## src/rtl/cidle_pkg.sv

```systemverilog
package cidle_pkg;

  localparam int STATE_W = 2;

  typedef enum logic [STATE_W-1:0] {
    ST_C0 = 2'b00,
    ST_C1 = 2'b01,
    ST_C3 = 2'b10,
    ST_C6 = 2'b11
  } idleState_e;

  // per-thread command from control to datapath
  typedef struct packed {
    logic       wakeStb;
    logic       enterStb;
    idleState_e target;
  } thrCmd_t;

endpackage

```

## src/rtl/cidle_ctrl.sv

```systemverilog
module cidle_ctrl
  import cidle_pkg::*;
#(
  parameter int NUM_THREADS = 2
) (
  input  logic                              clk,
  input  logic                              rstN,
  input  logic [NUM_THREADS-1:0]            haltReq,
  input  logic [NUM_THREADS-1:0]            waitReq,
  input  logic [STATE_W*NUM_THREADS-1:0]    waitHint,
  input  logic [NUM_THREADS-1:0]            ioRdReq,
  input  logic [NUM_THREADS-1:0]            ioRdDeep,
  input  logic [NUM_THREADS-1:0]            wake,
  input  idleState_e [NUM_THREADS-1:0]      threadState,
  output thrCmd_t [NUM_THREADS-1:0]         cmd,
  output logic                              protoErr
);

  logic [NUM_THREADS-1:0] badReq;

  for (genvar g = 0; g < NUM_THREADS; g++) begin : gThr
    logic [STATE_W-1:0] tgt;
    logic [STATE_W-1:0] hint;
    logic               wantEntry;

    assign hint = waitHint[STATE_W*g +: STATE_W];

    // deepest requested target wins
    always_comb begin
      tgt = ST_C0;
      if (haltReq[g]) tgt = ST_C1;
      if (waitReq[g] && (hint > tgt)) tgt = hint;
      if (ioRdReq[g]) begin
        if (ioRdDeep[g]) tgt = ST_C6;
        else if (tgt < ST_C3) tgt = ST_C3;
      end
    end

    assign wantEntry       = (tgt != ST_C0);
    assign cmd[g].wakeStb  = wake[g];
    assign cmd[g].enterStb = !wake[g] && wantEntry && (threadState[g] == ST_C0);
    assign cmd[g].target   = idleState_e'(tgt);
    assign badReq[g]       = !wake[g] && wantEntry && (threadState[g] != ST_C0);
  end

  always_ff @(posedge clk) begin
    if (!rstN) protoErr <= 1'b0;
    else if (|badReq) protoErr <= 1'b1;
  end

  AST_ERR_STICKY: assert property (@(posedge clk) disable iff (!rstN)
    protoErr |=> protoErr);

  AST_ERR_ON_BAD: assert property (@(posedge clk) disable iff (!rstN)
    (|badReq) |=> protoErr);

endmodule

```

## src/rtl/cidle_datapath.sv

```systemverilog
module cidle_datapath
  import cidle_pkg::*;
#(
  parameter int NUM_THREADS = 2
) (
  input  logic                          clk,
  input  logic                          rstN,
  input  thrCmd_t [NUM_THREADS-1:0]     cmd,
  input  logic                          c1eEnable,
  input  logic                          othersAtC1,
  output idleState_e [NUM_THREADS-1:0]  threadState,
  output idleState_e                    coreState,
  output logic                          coreC1e,
  output logic                          stateChange
);

  idleState_e [NUM_THREADS-1:0] thrQ;
  idleState_e [NUM_THREADS-1:0] thrNext;
  idleState_e                   coreQ;
  idleState_e                   coreNext;
  logic                         c1eQ;
  logic                         c1eNext;
  logic                         chgQ;

  for (genvar g = 0; g < NUM_THREADS; g++) begin : gThr
    always_comb begin
      thrNext[g] = thrQ[g];
      if (cmd[g].wakeStb)       thrNext[g] = ST_C0;
      else if (cmd[g].enterStb) thrNext[g] = cmd[g].target;
    end

    always_ff @(posedge clk) begin
      if (!rstN) thrQ[g] <= ST_C0;
      else       thrQ[g] <= thrNext[g];
    end

    AST_WAKE_TO_C0: assert property (@(posedge clk) disable iff (!rstN)
      cmd[g].wakeStb |=> (thrQ[g] == ST_C0));

    AST_NO_DIRECT_HOP: assert property (@(posedge clk) disable iff (!rstN)
      (thrQ[g] != ST_C0) |=> ((thrQ[g] == $past(thrQ[g])) || (thrQ[g] == ST_C0)));

    AST_CORE_NOT_DEEPER: assert property (@(posedge clk) disable iff (!rstN)
      coreQ <= thrQ[g]);
  end

  // shallowest thread state
  always_comb begin
    coreNext = ST_C6;
    for (int i = 0; i < NUM_THREADS; i++) begin
      if (thrNext[i] < coreNext) coreNext = thrNext[i];
    end
  end

  assign c1eNext = (coreNext == ST_C1) && c1eEnable && othersAtC1;

  always_ff @(posedge clk) begin
    if (!rstN) begin
      coreQ <= ST_C0;
      c1eQ  <= 1'b0;
      chgQ  <= 1'b0;
    end else begin
      coreQ <= coreNext;
      c1eQ  <= c1eNext;
      chgQ  <= (coreNext != coreQ) || (c1eNext != c1eQ);
    end
  end

  assign threadState = thrQ;
  assign coreState   = coreQ;
  assign coreC1e     = c1eQ;
  assign stateChange = chgQ;

  AST_C1E_NEEDS_C1: assert property (@(posedge clk) disable iff (!rstN)
    c1eQ |-> (coreQ == ST_C1));

  AST_CHANGE_PULSE: assert property (@(posedge clk) disable iff (!rstN)
    chgQ |-> ((coreQ != $past(coreQ)) || (c1eQ != $past(c1eQ))));

endmodule

```

## src/rtl/core_idle_coord.sv

```systemverilog
module core_idle_coord
  import cidle_pkg::*;
#(
  parameter int NUM_THREADS = 2
) (
  input  logic                            clk,
  input  logic                            rstN,
  input  logic [NUM_THREADS-1:0]          haltReq,
  input  logic [NUM_THREADS-1:0]          waitReq,
  input  logic [2*NUM_THREADS-1:0]        waitHint,
  input  logic [NUM_THREADS-1:0]          ioRdReq,
  input  logic [NUM_THREADS-1:0]          ioRdDeep,
  input  logic [NUM_THREADS-1:0]          wake,
  input  logic                            c1eEnable,
  input  logic                            othersAtC1,
  output logic [1:0]                      coreState,
  output logic                            coreC1e,
  output logic                            stateChange,
  output logic                            protoErr,
  output logic [2*NUM_THREADS-1:0]        threadState
);

  thrCmd_t    [NUM_THREADS-1:0] cmd;
  idleState_e [NUM_THREADS-1:0] thrState;
  idleState_e                   coreSt;

  cidle_ctrl #(.NUM_THREADS(NUM_THREADS)) uCtrl (
    .clk         (clk),
    .rstN        (rstN),
    .haltReq     (haltReq),
    .waitReq     (waitReq),
    .waitHint    (waitHint),
    .ioRdReq     (ioRdReq),
    .ioRdDeep    (ioRdDeep),
    .wake        (wake),
    .threadState (thrState),
    .cmd         (cmd),
    .protoErr    (protoErr)
  );

  cidle_datapath #(.NUM_THREADS(NUM_THREADS)) uData (
    .clk         (clk),
    .rstN        (rstN),
    .cmd         (cmd),
    .c1eEnable   (c1eEnable),
    .othersAtC1  (othersAtC1),
    .threadState (thrState),
    .coreState   (coreSt),
    .coreC1e     (coreC1e),
    .stateChange (stateChange)
  );

  assign coreState   = coreSt;
  assign threadState = thrState;

endmodule

```

## config.mk

```make
export PLATFORM = sky130hd
export DESIGN_NAME = core_idle_coord
export DESIGN_NICKNAME = d
export VERILOG_FILES = /design/src/rtl/cidle_pkg.sv /design/src/rtl/cidle_ctrl.sv /design/src/rtl/cidle_datapath.sv /design/src/rtl/core_idle_coord.sv
export SDC_FILE = /design/constraint.sdc
export NUM_CORES = 1
export LEC_CHECK = 0
export BUFFER_PORTS_ARGS = -buffer_cell sky130_fd_sc_hd__buf_2
export CAP_MARGIN = 20
export CORE_UTILIZATION = 49
export CTS_CLUSTER_DIAMETER = 100
export DETAILED_ROUTE_END_ITERATION = 16
export GPL_TIMING_DRIVEN = 0
export PLACE_DENSITY_LB_ADDON = 0.15
export REMOVE_ABC_BUFFERS = 1
export SETUP_SLACK_MARGIN = 0.5
export SYNTH_ARGS = -nofsm -noshare
export SYNTH_HDL_FRONTEND = slang
export SYNTH_HIERARCHICAL = 1
export SYNTH_SLANG_ARGS = --single-unit
```

## constraint.sdc

```tcl
create_clock -name clk -period 8.6 [get_ports clk]
set_input_delay 0.86 -clock clk [delete_from_list [all_inputs] [get_ports clk]]
set_output_delay 0.86 -clock clk [all_outputs]
set_load 0.005 [all_outputs]
```

## After elaboration in Yosys (flattened, before gate mapping)

Index checks and enable logic that the tools add are counted.
Widths: inputs -> output; s select.

| word-level totals | value |
|---|---|
| bits in registers | 9 |
| input bits | 18 |
| output and inout port bits | 9 |
| word-level logic and storage cells | 51 |

| cells by class | value |
|---|---|
| $lt $le $gt $ge | 6 |
| eq/ne operators | 3 |
| mux-type cells | 16 |
| reduce and logical (&&, ||, !) cells | 20 |

Operator list:

| operator | count |
|---|---|
| $mux 2 | 14 |
| $logic_and 1x1->1 | 10 |
| $reduce_bool 2->1 | 4 |
| $lt 2x2->1 const B | 3 |
| $gt 2x1->1 | 2 |
| $logic_not 2->1 | 2 |
| $eq 2x1->1 const B | 1 |
| $logic_not 1->1 | 2 |
| $lt 2x2->1 | 1 |
| $mux 1 | 2 |
| $ne 2x2->1 | 1 |
| $reduce_or 2->1 | 1 |
| $logic_or 1x1->1 | 1 |
| $ne 1x1->1 | 1 |

## Logic depth before layout (Yosys ltp)

| depth | value |
|---|---|
| depth in word-level cells | 22 |
| gate-level depth with buffers | 12 |
| mapped depth without buffers | 12 |

## Hierarchy

The synthesis kept the hierarchy.

Modules (own cells, without submodules):

| module | times used | cells an instance | area an instance (sq um) | seq. area each (sq um) |
|---|---|---|---|---|
| cidle_datapath | 1 | 37 | 384.1 | 160.2 |
| cidle_ctrl | 1 | 38 | 265.3 | 20.0 |

## Worst setup path before layout

No wires, ideal clock.

| timing path | value |
|---|---|
| kind | in2reg |
| start point | input waitHint[0] |
| end point | register uData.chgQ, in the netlist uData/stateChange |
| arrival | 3.164 ns |
| required time | 8.473 ns |
| setup slack | 5.309 ns |
| stages | 11 |
| path buffers | 0 |
| cell sequence | inv_1 ha_1 nor3b_2 mux2_4 nor4_1 mux2i_1 nor2_1 ha_1 o41ai_1 o2111a_1 a211oi_2 |

RTL lines:

| what | line | source |
|---|---|---|
| start: declaration | core_idle_coord.sv:10 | `input logic [2*NUM_THREADS-1:0] waitHint,` |
| end signal: assignment | cidle_datapath.sv:65 | `chgQ <= (coreNext != coreQ) \|\| (c1eNext != c1eQ);` |
| end: declaration | cidle_datapath.sv:23 | `logic chgQ;` |

==> report_table.html <==
<table>
<tr><th>Metric</th><th>Value</th></tr>
<tr><th colspan="2">Routing</th></tr>
<tr><td>Routed vias/inst</td><td>5.573</td></tr>
<tr><td>Max Used Layer</td><td>met4</td></tr>
<tr><td>First-iteration detailed-routing DRC count</td><td>9</td></tr>
<tr><td>Met2 wire len</td><td>638 um</td></tr>
<tr><td>Number of search-and-repair iterations in the first detailed-routing pass</td><td>3</td></tr>
<tr><td>Drt total wl</td><td>1378 um</td></tr>
<tr><td>Total routed wire length on the met1 layer</td><td>674 um</td></tr>
<tr><td>Total number of vias</td><td>652</td></tr>
<tr><td>Number of antenna-violating nets in the routed design</td><td>0</td></tr>
<tr><td>DRC errors left</td><td>0</td></tr>
<tr><td>Met3 routed WL</td><td>56 um</td></tr>
<tr><td>Wire length per cell</td><td>11.78 um</td></tr>
<tr><th colspan="2">Hold path</th></tr>
<tr><td>Min-Delay Startpoint</td><td>uCtrl/protoErr</td></tr>
<tr><td>Min-delay worst type</td><td>reg2reg</td></tr>
<tr><th colspan="2">STA</th></tr>
<tr><td>Crit path time final</td><td>3.400 ns</td></tr>
<tr><td>Setup repair after global routing missed its margin</td><td>false</td></tr>
<tr><td>Share of the clock period used by the worst path after layout</td><td>39.54%</td></tr>
<tr><td>Worst setup skew after layout</td><td>0.0005343 ns</td></tr>
<tr><td>Total Negative Setup Slacks</td><td>0 ns</td></tr>
<tr><td>Headroom to the max-slew limit</td><td>66.29%</td></tr>
<tr><td>Number of hold violations in the final report</td><td>0</td></tr>
<tr><td>Finish-stage setup viols</td><td>0</td></tr>
<tr><td>Hold WS</td><td>0.4837 ns</td></tr>
<tr><td>Final count of pins violating max slew</td><td>0</td></tr>
<tr><td>Achievable frequency</td><td>294.1 MHz</td></tr>
<tr><td>Slew at the pin closest to its max-slew limit</td><td>0.5011 ns</td></tr>
<tr><th colspan="2">Critical path</th></tr>
<tr><td>List of cells traversed by the critical path</td><td>buf_2 &gt; ha_1 &gt; nor3b_2 &gt; mux2_4 &gt; nor4_1 &gt; mux2i_1 &gt; nor2_1 &gt; ha_1 &gt; o41ai_1 &gt; o2111a_1 &gt; a211oi_2</td></tr>
<tr><td>Path type of the worst setup path</td><td>in2reg</td></tr>
<tr><td>CP endpoint kind</td><td>flop</td></tr>
<tr><td>CP most frequent cell</td><td>ha_1</td></tr>
<tr><td>Critical-path cell with the highest stage delay</td><td>o41ai_1</td></tr>
<tr><td>Maximum single-stage delay on the critical path</td><td>0.45 ns</td></tr>
<tr><td>Arrival time worst endpoint</td><td>3.54 ns</td></tr>
<tr><td>Total buffers and inverters traversed by the critical path</td><td>1</td></tr>
<tr><td>Total stage count of the critical path</td><td>11</td></tr>
<tr><td>Largest driver fanout on the critical path</td><td>5</td></tr>
<tr><td>Endpoint of the lowest-slack register-to-register path</td><td>uData/stateChange</td></tr>
<tr><td>Startpoint of the most critical register-to-register path</td><td>uData/threadState[3]</td></tr>
<tr><td>Number of cells traversed by the worst register-to-register path</td><td>8</td></tr>
<tr><td>Launching element type of the critical path</td><td>input pin</td></tr>
<tr><td>Cell family with most CP delay</td><td>compound AO/OA/AOI/OAI gates</td></tr>
<tr><td>Critical path launch point</td><td>haltReq[0]</td></tr>
<tr><td>Flop2flop setup slack</td><td>6.16 ns</td></tr>
<tr><td>Required time of the worst setup path</td><td>8.74 ns</td></tr>
<tr><td>Critical Path End</td><td>uData/stateChange</td></tr>
<tr><th colspan="2">CTS</th></tr>
<tr><td>H-tree levels</td><td>1</td></tr>
<tr><td>Clock tree from TritonCTS</td><td>yes</td></tr>
<tr><td>Clock-pin slew on the worst setup and hold paths</td><td>0.07 ns</td></tr>
<tr><td>Deepest clock path buffer count</td><td>2</td></tr>
<tr><td>Clock Sink Count</td><td>9</td></tr>
<tr><td>Total of hold buffers inserted after clock tree synthesis</td><td>0</td></tr>
<tr><td>Clock latency on the worst-skew pair</td><td>0.26 ns</td></tr>
<tr><td>Inserted Clock Buffers</td><td>3</td></tr>
<tr><td>Quantity of gates resized following cts</td><td>0</td></tr>
<tr><td>Library cell used as clock root buffer</td><td>clkbuf_4</td></tr>
<tr><td>Number of setup buffers added after CTS</td><td>0</td></tr>
<tr><th colspan="2">Finish</th></tr>
<tr><td>Antenna diode count</td><td>0</td></tr>
<tr><td>Number of nets in the layout</td><td>126</td></tr>
<tr><td>Growth of design area from synthesis to finish</td><td>24.47%</td></tr>
<tr><td>Fraction of final layout cells with drive strength greater than 1</td><td>34.95%</td></tr>
<tr><td>Final non-filler cell area</td><td>808.3 um^2</td></tr>
<tr><th colspan="2">Global routing</th></tr>
<tr><td>Global-route wire length before repair</td><td>2145 um</td></tr>
<tr><td>Via count of the first global-routing pass</td><td>567</td></tr>
<tr><td>Antenna violations before repair</td><td>0</td></tr>
<tr><td>Total track usage</td><td>21.14%</td></tr>
<tr><td>Total congestion overflow</td><td>0</td></tr>
<tr><td>Pin count of the biggest net entering global routing</td><td>7</td></tr>
<tr><th colspan="2">Floorplanning</th></tr>
<tr><td>Top-level port count</td><td>27</td></tr>
<tr><td>Die Span Y</td><td>38.41 um</td></tr>
<tr><td>Cell Rows</td><td>12</td></tr>
<tr><td>Standard cell core area</td><td>0.001171 mm^2</td></tr>
<tr><td>Area enclosed by the die boundary</td><td>0.001475 mm^2</td></tr>
<tr><td>Die width</td><td>38.41 um</td></tr>
<tr><td>Starting density of the core</td><td>55.45%</td></tr>
<tr><th colspan="2">Power</th></tr>
<tr><td>Power per cell area</td><td>130.4 mW/mm^2</td></tr>
<tr><td>Maximum ir drop on the vdd rail</td><td>92.17 uV</td></tr>
<tr><td>Leakage dissipation</td><td>0.4209 nW</td></tr>
<tr><th colspan="2">Logic synthesis</th></tr>
<tr><td>Largest area contributor in the synthesized netlist</td><td>dfxtp_1</td></tr>
<tr><td>Most area-consuming cells after synthesis</td><td>dfxtp_1 28%, ha_1 7.7%, mux2i_1 6.2%</td></tr>
<tr><td>Mean instance size in the synthesized netlist</td><td>8.658 um^2</td></tr>
<tr><td>Number of enable-type register cells in the synthesized netlist</td><td>0</td></tr>
<tr><td>Yosys top cell area share</td><td>27.75%</td></tr>
<tr><td>Post-synthesis cell type count</td><td>38</td></tr>
<tr><td>Fraction of registers with async set/reset</td><td>0%</td></tr>
<tr><td>Count of warnings emitted by yosys</td><td>6</td></tr>
<tr><td>Netlist Area Pre-Place</td><td>649.4 um^2</td></tr>
<tr><td>Synthesis-stage register bit count</td><td>9</td></tr>
<tr><td>Top FF cell, synth</td><td>dfxtp_1</td></tr>
<tr><td>Sequential area share after synthesis</td><td>27.75%</td></tr>
<tr><td>Post-Syn Instances</td><td>75</td></tr>
<tr><th colspan="2">Place</th></tr>
<tr><td>Post-place instance area</td><td>782.0 um^2</td></tr>
<tr><td>Routability Congestion</td><td>0.7297</td></tr>
<tr><td>Total half-perimeter wirelength after legalization and detailed placement</td><td>1084 um</td></tr>
<tr><td>Quantity of I/O buffers inserted on ports</td><td>26</td></tr>
<tr><th colspan="2">Status</th></tr>
<tr><td>Result of the run</td><td>finished clean</td></tr>
<tr><th colspan="2">Flow run</th></tr>
<tr><td>Max Cap Violations</td><td>0</td></tr>
</table>
-- stage by stage --
step | total power [mW] | cells | util, % | setup slack [ns]
after global placement | 0.07142 | 113 | 66.77 | 4.976
final | 0.1054 | 117 | 69.02 | 5.200
after CTS | 0.1066 | 117 | 69.02 | 5.262
after floorplan | 0.06169 | 73 | - | 5.309
after detailed placement | 0.07230 | 113 | 66.77 | 4.991
after global routing | 0.1114 | 117 | 69.02 | 5.128
-- cell families after synthesis --
| family | count (synthesis) | share of synthesized area, % |
|---|---|---|
| adder cells (fa/ha/maj) | 4 | 7.707 |
| flip-flops | 9 | 27.75 |
| AO/OA/AOI/OAI | 19 | 23.89 |
| multiplexers | 5 | 8.477 |
| AND/OR/NAND/NOR | 29 | 25.05 |
| buffers and inverters | 8 | 5.779 |
| XOR/XNOR | 1 | 1.349 |
-- how the worst min path moves through the flow --
stage	to	cells after the start
after floorplan	uCtrl/protoErr	1
after global placement	uCtrl/protoErr	1
after detailed placement	uCtrl/protoErr	1
after CTS	uCtrl/protoErr	1
after global routing	uCtrl/protoErr	1
final	uCtrl/protoErr	1
-- layer usage --
metal  up-vias  GRT usage [%]
met4         0          12.93
li1        338              -
met1       297          24.73
met5         -              0
met2        15          36.86
met3         2          1.744
-- flip-flops by register name (all words and copies together) (netlist names) --
signal / count
uData/threadState: 4
uCtrl/protoErr: 1
uData/coreC1e: 1
uData/coreState: 2
uData/stateChange: 1
-- synth_stat cells (2+ instances only) --
library cell  number
buf_4              2
nor2_1             7
o21ai_0            2
ha_1               4
nand2_1            5
inv_1              6
o211ai_1           2
mux2i_1            4
nor3_1             6
dfxtp_1            9
-- layout make-up --
class | count | area (um^2)
repair buffers | 26 | 130.1
clock buffers | 4 | 26.28
inverters | 6 | 22.52
well taps | 14 | 17.52
flip-flops and latches | 9 | 180.2
multi-input cells | 58 | 431.7
fillers | 92 | 362.8
-- cells in the final DEF, fill, tap and decap left out, drive strengths merged --
cell type / synthesis / routed
o31a: 1 / 1
nand3b: 1 / 1
dfxtp: 9 / 9
mux2: 1 / 1
a21o: 1 / 1
o221ai: 1 / 1
nor2b: 1 / 1
o41ai: 1 / 1
nand3: 1 / 1
and2b: 1 / 1
o31ai: 1 / 1
a31oi: 1 / 1
o211ai: 2 / 2
nor3: 7 / 7
buf: 2 / 26
or3: 1 / 1
o211a: 1 / 1
o21bai: 2 / 2
nand2: 5 / 5
o21ai: 2 / 2
and3b: 1 / 1
o2111a: 1 / 1
ha: 4 / 4
and4b: 1 / 1
mux2i: 4 / 4
nor2: 7 / 7
xor2: 1 / 1
nor3b: 1 / 1
a311oi: 1 / 1
a211oi: 2 / 2
a21boi: 1 / 1
nor4: 1 / 1
and2: 1 / 1
inv: 6 / 6
a21oi: 1 / 1
clkbuf: 0 / 4
-- power breakdown --
group	leakage [nW]	switching, mW	total (mW)	internal [mW]
combinational	0.333	0.0143	0.0273	0.0130
sequential	0.0730	0.00110	0.0445	0.0434
clock	0.0150	0.0157	0.0336	0.0179
total	0.421	0.0310	0.105	0.0744
(Power assumes the default switching activity.)
